### config.mk
export PLATFORM = sky130hd
export DESIGN_NAME = line_stream_dma
export DESIGN_NICKNAME = d
export VERILOG_FILES = /design/src/rtl/lsd_pkg.sv /design/src/rtl/lsd_line_ram.sv /design/src/rtl/lsd_cfg_regs.sv /design/src/rtl/lsd_fetch_fsm.sv /design/src/rtl/line_stream_dma.sv
export SDC_FILE = /design/constraint.sdc
export NUM_CORES = 2
export LEC_CHECK = 0
export BUFFER_PORTS_ARGS = -buffer_cell sky130_fd_sc_hd__buf_4
export CELL_PAD_IN_SITES_DETAIL_PLACEMENT = 1
export CELL_PAD_IN_SITES_GLOBAL_PLACEMENT = 2
export CORE_UTILIZATION = 47
export DETAILED_ROUTE_END_ITERATION = 6
export GPL_ROUTABILITY_DRIVEN = 0
export PLACE_DENSITY_LB_ADDON = 0.08
export SLEW_MARGIN = 20
export SYNTH_ARGS = -nofsm -noshare
export SYNTH_HDL_FRONTEND = slang
export SYNTH_SLANG_ARGS = --single-unit
### constraint.sdc
create_clock -name clk -period 12.8 [get_ports clk]
set_input_delay 3.84 -clock clk [delete_from_list [all_inputs] [get_ports clk]]
set_output_delay 3.84 -clock clk [all_outputs]
set_load 0.03 [all_outputs]
### src/rtl/lsd_pkg.sv
package lsd_pkg;

    typedef enum logic [1:0] {
        FS_IDLE  = 2'd0,
        FS_FETCH = 2'd1,
        FS_DRAIN = 2'd2
    } fetch_state_t;

    localparam logic [1:0] SEL_BASE    = 2'd0;
    localparam logic [1:0] SEL_COUNT   = 2'd1;
    localparam logic [1:0] SEL_RESTART = 2'd2;

endpackage

### src/rtl/lsd_line_ram.sv
module lsd_line_ram #(
    parameter int DEPTH  = 256,
    parameter int DATA_W = 8,
    localparam int IDX_W = $clog2(DEPTH)
) (
    input  logic              clk,
    input  logic              wr_en,
    input  logic [IDX_W-1:0]  wr_idx,
    input  logic [DATA_W-1:0] wr_data,
    input  logic [IDX_W-1:0]  rd_idx,
    output logic [DATA_W-1:0] rd_data
);

    logic [DATA_W-1:0] store [DEPTH];

    always_ff @(posedge clk) begin
        if (wr_en) begin
            store[wr_idx] <= wr_data;
        end
        rd_data <= store[rd_idx];
    end

endmodule

### src/rtl/lsd_cfg_regs.sv
module lsd_cfg_regs
    import lsd_pkg::*;
#(
    parameter int ADDR_W   = 24,
    parameter int LINE_MAX = 256,
    parameter int CNT_W    = 9
) (
    input  logic              clk,
    input  logic              rst_n,
    input  logic              cfg_we,
    input  logic [1:0]        cfg_sel,
    input  logic [ADDR_W-1:0] cfg_wdata,
    input  logic              vsync,
    output logic              frame_load,
    output logic              restart_cmd,
    output logic [ADDR_W-1:0] load_base,
    output logic [CNT_W-1:0]  cur_count
);

    logic [ADDR_W-1:0] stg_base_q;
    logic [CNT_W-1:0]  stg_count_q;
    logic [CNT_W-1:0]  act_count_q;
    logic [CNT_W-1:0]  clamped;

    // Clamp the requested byte count to the line store depth.
    always_comb begin
        if (cfg_wdata > ADDR_W'(LINE_MAX)) begin
            clamped = CNT_W'(LINE_MAX);
        end else begin
            clamped = cfg_wdata[CNT_W-1:0];
        end
    end

    assign restart_cmd = cfg_we && (cfg_sel == SEL_RESTART);
    assign frame_load  = vsync || restart_cmd;

    always_ff @(posedge clk) begin
        if (!rst_n) begin
            stg_base_q  <= '0;
            stg_count_q <= '0;
            act_count_q <= '0;
        end else begin
            if (cfg_we && cfg_sel == SEL_BASE) begin
                stg_base_q <= cfg_wdata;
            end
            if (cfg_we && cfg_sel == SEL_COUNT) begin
                stg_count_q <= clamped;
            end
            if (frame_load) begin
                act_count_q <= stg_count_q;
            end
        end
    end

    assign load_base = stg_base_q;
    assign cur_count = frame_load ? stg_count_q : act_count_q;

    // the active count only changes at a frame start.
    a_r5_count_held: assert property (@(posedge clk) disable iff (!rst_n)
        !frame_load |=> act_count_q == $past(act_count_q));

    // the active count never exceeds the store depth.
    a_r6_count_clamped: assert property (@(posedge clk) disable iff (!rst_n)
        act_count_q <= CNT_W'(LINE_MAX));

endmodule

### src/rtl/lsd_fetch_fsm.sv
module lsd_fetch_fsm
    import lsd_pkg::*;
#(
    parameter int ADDR_W   = 24,
    parameter int LINE_MAX = 256,
    parameter int CNT_W    = 9,
    parameter int IDX_W    = 8
) (
    input  logic              clk,
    input  logic              rst_n,
    input  logic              line_go,
    input  logic              frame_load,
    input  logic [ADDR_W-1:0] load_base,
    input  logic [CNT_W-1:0]  cur_count,
    input  logic              clear_under,
    output logic              mem_req,
    output logic [ADDR_W-1:0] mem_addr,
    input  logic              mem_ack,
    output logic              wr_en,
    output logic [IDX_W-1:0]  wr_idx,
    output logic              underrun
);

    fetch_state_t state_q, state_d;

    logic [ADDR_W-1:0] ptr_q;
    logic [ADDR_W-1:0] addr_q;
    logic [ADDR_W-1:0] next_addr_q;
    logic [CNT_W-1:0]  left_q;
    logic [CNT_W-1:0]  next_left_q;
    logic [IDX_W-1:0]  idx_q;
    logic              under_q;

    logic [ADDR_W-1:0] line_start;
    logic              last_beat;
    logic              burst_late;
    logic              fresh_burst;

    assign line_start = frame_load ? load_base : ptr_q;
    assign last_beat  = (state_q == FS_FETCH) && mem_ack && (left_q == CNT_W'(1));
    assign burst_late = (state_q != FS_IDLE) && !last_beat;

    // Next-state logic
    always_comb begin
        state_d = state_q;
        unique case (state_q)
            FS_IDLE: begin
                if (line_go && cur_count != '0) begin
                    state_d = FS_FETCH;
                end
            end
            FS_FETCH: begin
                if (line_go) begin
                    if (!mem_ack) begin
                        state_d = FS_DRAIN;
                    end else if (cur_count != '0) begin
                        state_d = FS_FETCH;
                    end else begin
                        state_d = FS_IDLE;
                    end
                end else if (last_beat) begin
                    state_d = FS_IDLE;
                end
            end
            FS_DRAIN: begin
                if (mem_ack) begin
                    if ((line_go ? cur_count : next_left_q) != '0) begin
                        state_d = FS_FETCH;
                    end else begin
                        state_d = FS_IDLE;
                    end
                end
            end
            default: state_d = FS_IDLE;
        endcase
    end

    // State register
    always_ff @(posedge clk) begin
        if (!rst_n) begin
            state_q <= FS_IDLE;
        end else begin
            state_q <= state_d;
        end
    end

    assign fresh_burst = (state_d == FS_FETCH) && ((state_q != FS_FETCH) || line_go);

    // Datapath: pointer, burst address, remaining count, store index, flag
    always_ff @(posedge clk) begin
        if (!rst_n) begin
            ptr_q       <= '0;
            addr_q      <= '0;
            next_addr_q <= '0;
            left_q      <= '0;
            next_left_q <= '0;
            idx_q       <= '0;
            under_q     <= 1'b0;
        end else begin
            if (line_go) begin
                ptr_q <= line_start + ADDR_W'(cur_count);
            end else if (frame_load) begin
                ptr_q <= load_base;
            end

            if (line_go && burst_late) begin
                under_q <= 1'b1;
            end else if (clear_under) begin
                under_q <= 1'b0;
            end

            if (line_go && state_q != FS_IDLE && !mem_ack) begin
                next_addr_q <= line_start;
                next_left_q <= cur_count;
            end

            if (fresh_burst) begin
                addr_q <= line_go ? line_start : next_addr_q;
                left_q <= line_go ? cur_count  : next_left_q;
                idx_q  <= '0;
            end else if (state_q == FS_FETCH && mem_ack) begin
                addr_q <= addr_q + ADDR_W'(1);
                left_q <= left_q - CNT_W'(1);
                idx_q  <= idx_q + IDX_W'(1);
            end
        end
    end

    // Outputs
    always_comb begin
        mem_req  = (state_q != FS_IDLE);
        mem_addr = addr_q;
        wr_en    = (state_q == FS_FETCH) && mem_ack;
        wr_idx   = idx_q;
        underrun = under_q;
    end

    // a pending request is held with its address until acknowledged.
    a_r9_hold_request: assert property (@(posedge clk) disable iff (!rst_n)
        (mem_req && !mem_ack) |=> (mem_req && $stable(mem_addr)));

    // consecutive beats of one burst step the address by one.
    a_r2_addr_step: assert property (@(posedge clk) disable iff (!rst_n)
        (state_q == FS_FETCH && mem_ack && !line_go && left_q != CNT_W'(1))
        |=> mem_addr == $past(mem_addr) + ADDR_W'(1));

    // a zero-length line leaves the memory port quiet.
    a_r7_zero_quiet: assert property (@(posedge clk) disable iff (!rst_n)
        (line_go && cur_count == '0 && (state_q == FS_IDLE || mem_ack)) |=> !mem_req);

    // the flag is sticky until cleared.
    a_r8_sticky: assert property (@(posedge clk) disable iff (!rst_n)
        (underrun && !clear_under) |=> underrun);

    // the flag only rises after a line strobe.
    a_r8_set_cause: assert property (@(posedge clk) disable iff (!rst_n)
        $rose(underrun) |-> $past(line_go));

endmodule

### src/rtl/line_stream_dma.sv
module line_stream_dma
    import lsd_pkg::*;
#(
    parameter int ADDR_W   = 24,
    parameter int DATA_W   = 8,
    parameter int LINE_MAX = 256,
    localparam int IDX_W   = $clog2(LINE_MAX),
    localparam int CNT_W   = $clog2(LINE_MAX + 1)
) (
    input  logic              clk,
    input  logic              rst_n,
    input  logic              cfg_we,
    input  logic [1:0]        cfg_sel,
    input  logic [ADDR_W-1:0] cfg_wdata,
    input  logic              hsync,
    input  logic              vsync,
    output logic              mem_req,
    output logic [ADDR_W-1:0] mem_addr,
    input  logic              mem_ack,
    input  logic [DATA_W-1:0] mem_rdata,
    input  logic [IDX_W-1:0]  disp_addr,
    output logic [DATA_W-1:0] disp_data,
    output logic              underrun
);

    logic              frame_load;
    logic              restart_cmd;
    logic [ADDR_W-1:0] load_base;
    logic [CNT_W-1:0]  cur_count;
    logic              wr_en;
    logic [IDX_W-1:0]  wr_idx;
    logic              disp_sel_q;
    logic              rd_sel_q;
    logic [DATA_W-1:0] rd_bank [2];

    lsd_cfg_regs #(
        .ADDR_W   (ADDR_W),
        .LINE_MAX (LINE_MAX),
        .CNT_W    (CNT_W)
    ) i_cfg (
        .clk         (clk),
        .rst_n       (rst_n),
        .cfg_we      (cfg_we),
        .cfg_sel     (cfg_sel),
        .cfg_wdata   (cfg_wdata),
        .vsync       (vsync),
        .frame_load  (frame_load),
        .restart_cmd (restart_cmd),
        .load_base   (load_base),
        .cur_count   (cur_count)
    );

    lsd_fetch_fsm #(
        .ADDR_W   (ADDR_W),
        .LINE_MAX (LINE_MAX),
        .CNT_W    (CNT_W),
        .IDX_W    (IDX_W)
    ) i_fsm (
        .clk         (clk),
        .rst_n       (rst_n),
        .line_go     (hsync),
        .frame_load  (frame_load),
        .load_base   (load_base),
        .cur_count   (cur_count),
        .clear_under (restart_cmd),
        .mem_req     (mem_req),
        .mem_addr    (mem_addr),
        .mem_ack     (mem_ack),
        .wr_en       (wr_en),
        .wr_idx      (wr_idx),
        .underrun    (underrun)
    );

    // Role swap: bank disp_sel_q is shown, the other one is filled.
    always_ff @(posedge clk) begin
        if (!rst_n) begin
            disp_sel_q <= 1'b0;
            rd_sel_q   <= 1'b0;
        end else begin
            if (hsync) begin
                disp_sel_q <= ~disp_sel_q;
            end
            rd_sel_q <= disp_sel_q;
        end
    end

    for (genvar g = 0; g < 2; g++) begin : g_bank
        lsd_line_ram #(
            .DEPTH  (LINE_MAX),
            .DATA_W (DATA_W)
        ) i_ram (
            .clk     (clk),
            .wr_en   (wr_en && (disp_sel_q != 1'(g))),
            .wr_idx  (wr_idx),
            .wr_data (mem_rdata),
            .rd_idx  (disp_addr),
            .rd_data (rd_bank[g])
        );
    end

    assign disp_data = rd_bank[rd_sel_q];

    // every line strobe exchanges the roles of the two stores.
    a_r3_swap_on_line: assert property (@(posedge clk) disable iff (!rst_n)
        hsync |=> disp_sel_q != $past(disp_sel_q));

endmodule

==> metrics.txt <==
status=finished, final reports clean; Seq/Total Area, Yosys=76.2%; Initial Util=47.3%; post-synthesis mux area share=14.9%; ys async rst share=0%; post-CTS resize count=0; static leakage=57.4 nW; Vias=83,600; met2 Use GR=44.3%; Die H=596 um; Synth Area in XOR/XNOR=less than 1%; via/cell ratio=roughly 6.2; P per Cell Area=roughly 160 nW/um2; Simple-Gate Fraction of Synth Area=~4.0%; commonest non-fill, non-tap cells in the layout=4,096 x edfxtp_1, 987 x mux4_2, 639 x nor2_1, 455 x clkbuf_16, 233 x mux2i_1; Die ar.=between 300,000 and 400,000 um2; worst r2r dst=g_bank[1].i_ram.store[115][1]$_DFFE_PP_; CTS H-tree depth=5; Hold Fails Final Rpt=0; post-synth cell types=81; Worst path slowest cell=a31oi_1; total track usage=26.9%; Routed Antenna Nets=0; Post-Syn Area=roughly 170,000 um2; fin nets=approximately 8,500; CP Launch Type=input pin; vias in the first global route=86,400; routing usage on met3=under 10%; largest family of logic cells by synthesized area=multiplexers; post-detail-place hpwl=297 mm; Max VDD drop=0.000134 V; port bufs=81; Worst R2R Start=i_fsm.wr_idx[4]$_SDFFE_PP0P_; Final Skew=0.0392 ns; CTS Buf Count=448; placed instance count=between 10,000 and 15,000; gr busiest metal=met2; Buffers & Inverters on Critical Path=2; RSZ-0062 raised after global routing=false; EDFF count, synth=4,096; fin crit share=58.0%; CTS tree=done; Post-CTS Setup Inserts=0; CTS root buf=clkbuf_16; clk buf depth=4; site row count=217; clk_lat worst skew=0.99 ns; hold depth=2; syn avg cell area=slightly above 20 um2; hold crit path type=reg2reg; initial DRC count=9,485; largest net degree at the start of global routing=173; met1 Resource Use GR=37.6%; grt ovf=0; worst path arrival time=8.32 ns; worst-path fanout max=20; DRC=0; Worst EP required=13.70 ns; Synth Area in Compound Gates=2.89%; crit-path cells=buf_4 -> and3b_1 -> nor2_4 -> mux2i_1 -> inv_1 -> ha_1 -> fa_1 -> a211oi_1 -> o21bai_1 -> a31o_2 -> a31oi_1 -> o41ai_1 -> a21oi_1; crit path capture type=register; Post-Route WL=480 mm; Sink Count=approximately 4,300; commonest non-fill, non-tap cell in the layout=edfxtp_1; clk slew on worst S/H paths=0.06 ns; hold buffers post-CTS=0; first-pass GRT wire length=approximately 680 mm; Main synth FF type=edfxtp_1; setup violators final=0; fmax=~130 MHz; core region area=roughly 350,000 um2; #FFs+latches synth=4,257; Synth Area in Adders=0.133%; Die W=596 um; fin crit period=7.42 ns; Least-Margin Pin Slew=1.19 ns; Mapped Cells=around 8,200; routed wire length per instance=around 36 um; Worst Hold End=i_cfg.load_base[3]$_SDFFE_PN0P_; DR pass1 iterations=6; crit path kind=in2reg; share of layout cells above drive strength 1=22.4%; maxcap violations=0; Post-Layout Cell Count=13,400; Worst R2R Path Depth=5; syn_nets=8,304; max-slew violation count=0; slowest stage delay, CP=0.86 ns; hold path startpoint=i_cfg.load_base[3]$_SDFFE_PN0P_; total power=29.4 mW; FF-to-FF setup slack=8.62 ns; initial antenna violation count=31; Synth Warn #=0; crit-path leading delay family=compound AO/OA/AOI/OAI gates; Layout Area Growth over Synthesis=12.0%; I/O Pins=82; setup TNS=0 ns; Max-slew headroom=20.7%
-- where the power goes --
group | switching, mW | internal (mW)
Sequential | 0.0285 | 15.3
Clock | 5.49 | 7.26
Combinational | 0.887 | 0.426
-- cell type report --
cell class / instances / area, um2
repair buffers: 265 / 2380
diodes: 15 / 37.5
multi-input cells: 3419 / 37000
flip-flops and latches: 4257 / 126000
clock inverters: 271 / 2380
fillers: 30400 / 165000
inverters: 34 / 131
clock buffers: 551 / 11900
well taps: 4599 / 5750
-- metrics by stage --
| step | setup slack (ns) | hold slack, ns | util, % | instance area [um2] |
|---|---|---|---|---|
| after floorplan | 5.44 | 0.433 | - | 166000 |
| after global placement | 4.44 | 0.450 | 48.9 | 171000 |
| after detailed placement | 4.44 | 0.450 | 48.9 | 171000 |
| after CTS | 5.47 | 0.458 | 53.0 | 186000 |
| after global routing | 5.08 | 0.479 | 53.0 | 186000 |
| final | 5.38 | 0.456 | 53.0 | 186000 |
-- registers in the layout, summed over array words and instances (netlist names) --
name and count:
i_fsm.next_left_q 9, i_fsm.left_q 9, g_bank.i_ram.rd_data 16, i_fsm.ptr_q 24, i_cfg.stg_count_q 9, i_fsm.next_addr_q 24, i_cfg.act_count_q 9, i_fsm.underrun 1
i_cfg.load_base 24, disp_sel_q 1, i_fsm.state_q 2, i_fsm.mem_addr 24, g_bank.i_ram.store 4096, rd_sel_q 1, i_fsm.wr_idx 8
-- synth_stat cells (25+ instances only) --
cell         n  area (um2)
buf_1       26        97.6
nor2_1     646        2420
o211ai_1    26         195
inv_1       30         113
a21oi_1    101         505
buf_4       95         713
mux4_2     987       22200
xnor2_1     25         219
o22ai_1    106         663
a221oi_1    25         219
nor3_1     213        1070
a22oi_1    110         826
mux2i_1    233        2330
nand2_1    229         860
nand3_1     97         485
nor4_1      74         463
a211oi_1   111         833
nand4_1     45         282
edfxtp_1  4096      123000
dfxtp_1    161        3220
clkbuf_1   269        1010
buf_2      113         566
o21ai_0     42         210
-- kinds of logic (layout without fill, tap and decap cells) --
family,count (synthesis),after routing
flip-flops,4257,4257
AND/OR/NAND/NOR,1446,1446
multiplexers,1236,1236
AO/OA/AOI/OAI,678,678
buffers and inverters,563,1121
XOR/XNOR,42,42
adder cells (fa/ha/maj),17,17
other,0,15
-- worst min-delay path, cell delays in order, from the launching register on --
cell     delay (ns)
dfxtp_1        0.31
nand2_1        0.05
a21oi_1        0.05
-- worst max path at each step --
stage,startpoint,slack [ns],cells after the start,endpoint
floorplan,cfg_we,5.44,16,i_fsm.ptr_q[22]$_SDFF_PN0_
global placement,cfg_we,4.44,13,i_fsm.ptr_q[18]$_SDFF_PN0_
detailed placement,cfg_we,4.44,13,i_fsm.ptr_q[20]$_SDFF_PN0_
CTS,cfg_we,5.47,13,i_fsm.ptr_q[20]$_SDFF_PN0_
global route,cfg_we,5.08,13,i_fsm.ptr_q[20]$_SDFF_PN0_
finish,cfg_we,5.38,13,i_fsm.ptr_q[20]$_SDFF_PN0_
-- layer usage --
layer  up-vias  wire [um]
met5         -          0
met4         0      15400
met3       638      28600
met2      2785     235000
met1     45600     201000
li1      34600          -
(Power assumes the default switching activity.)
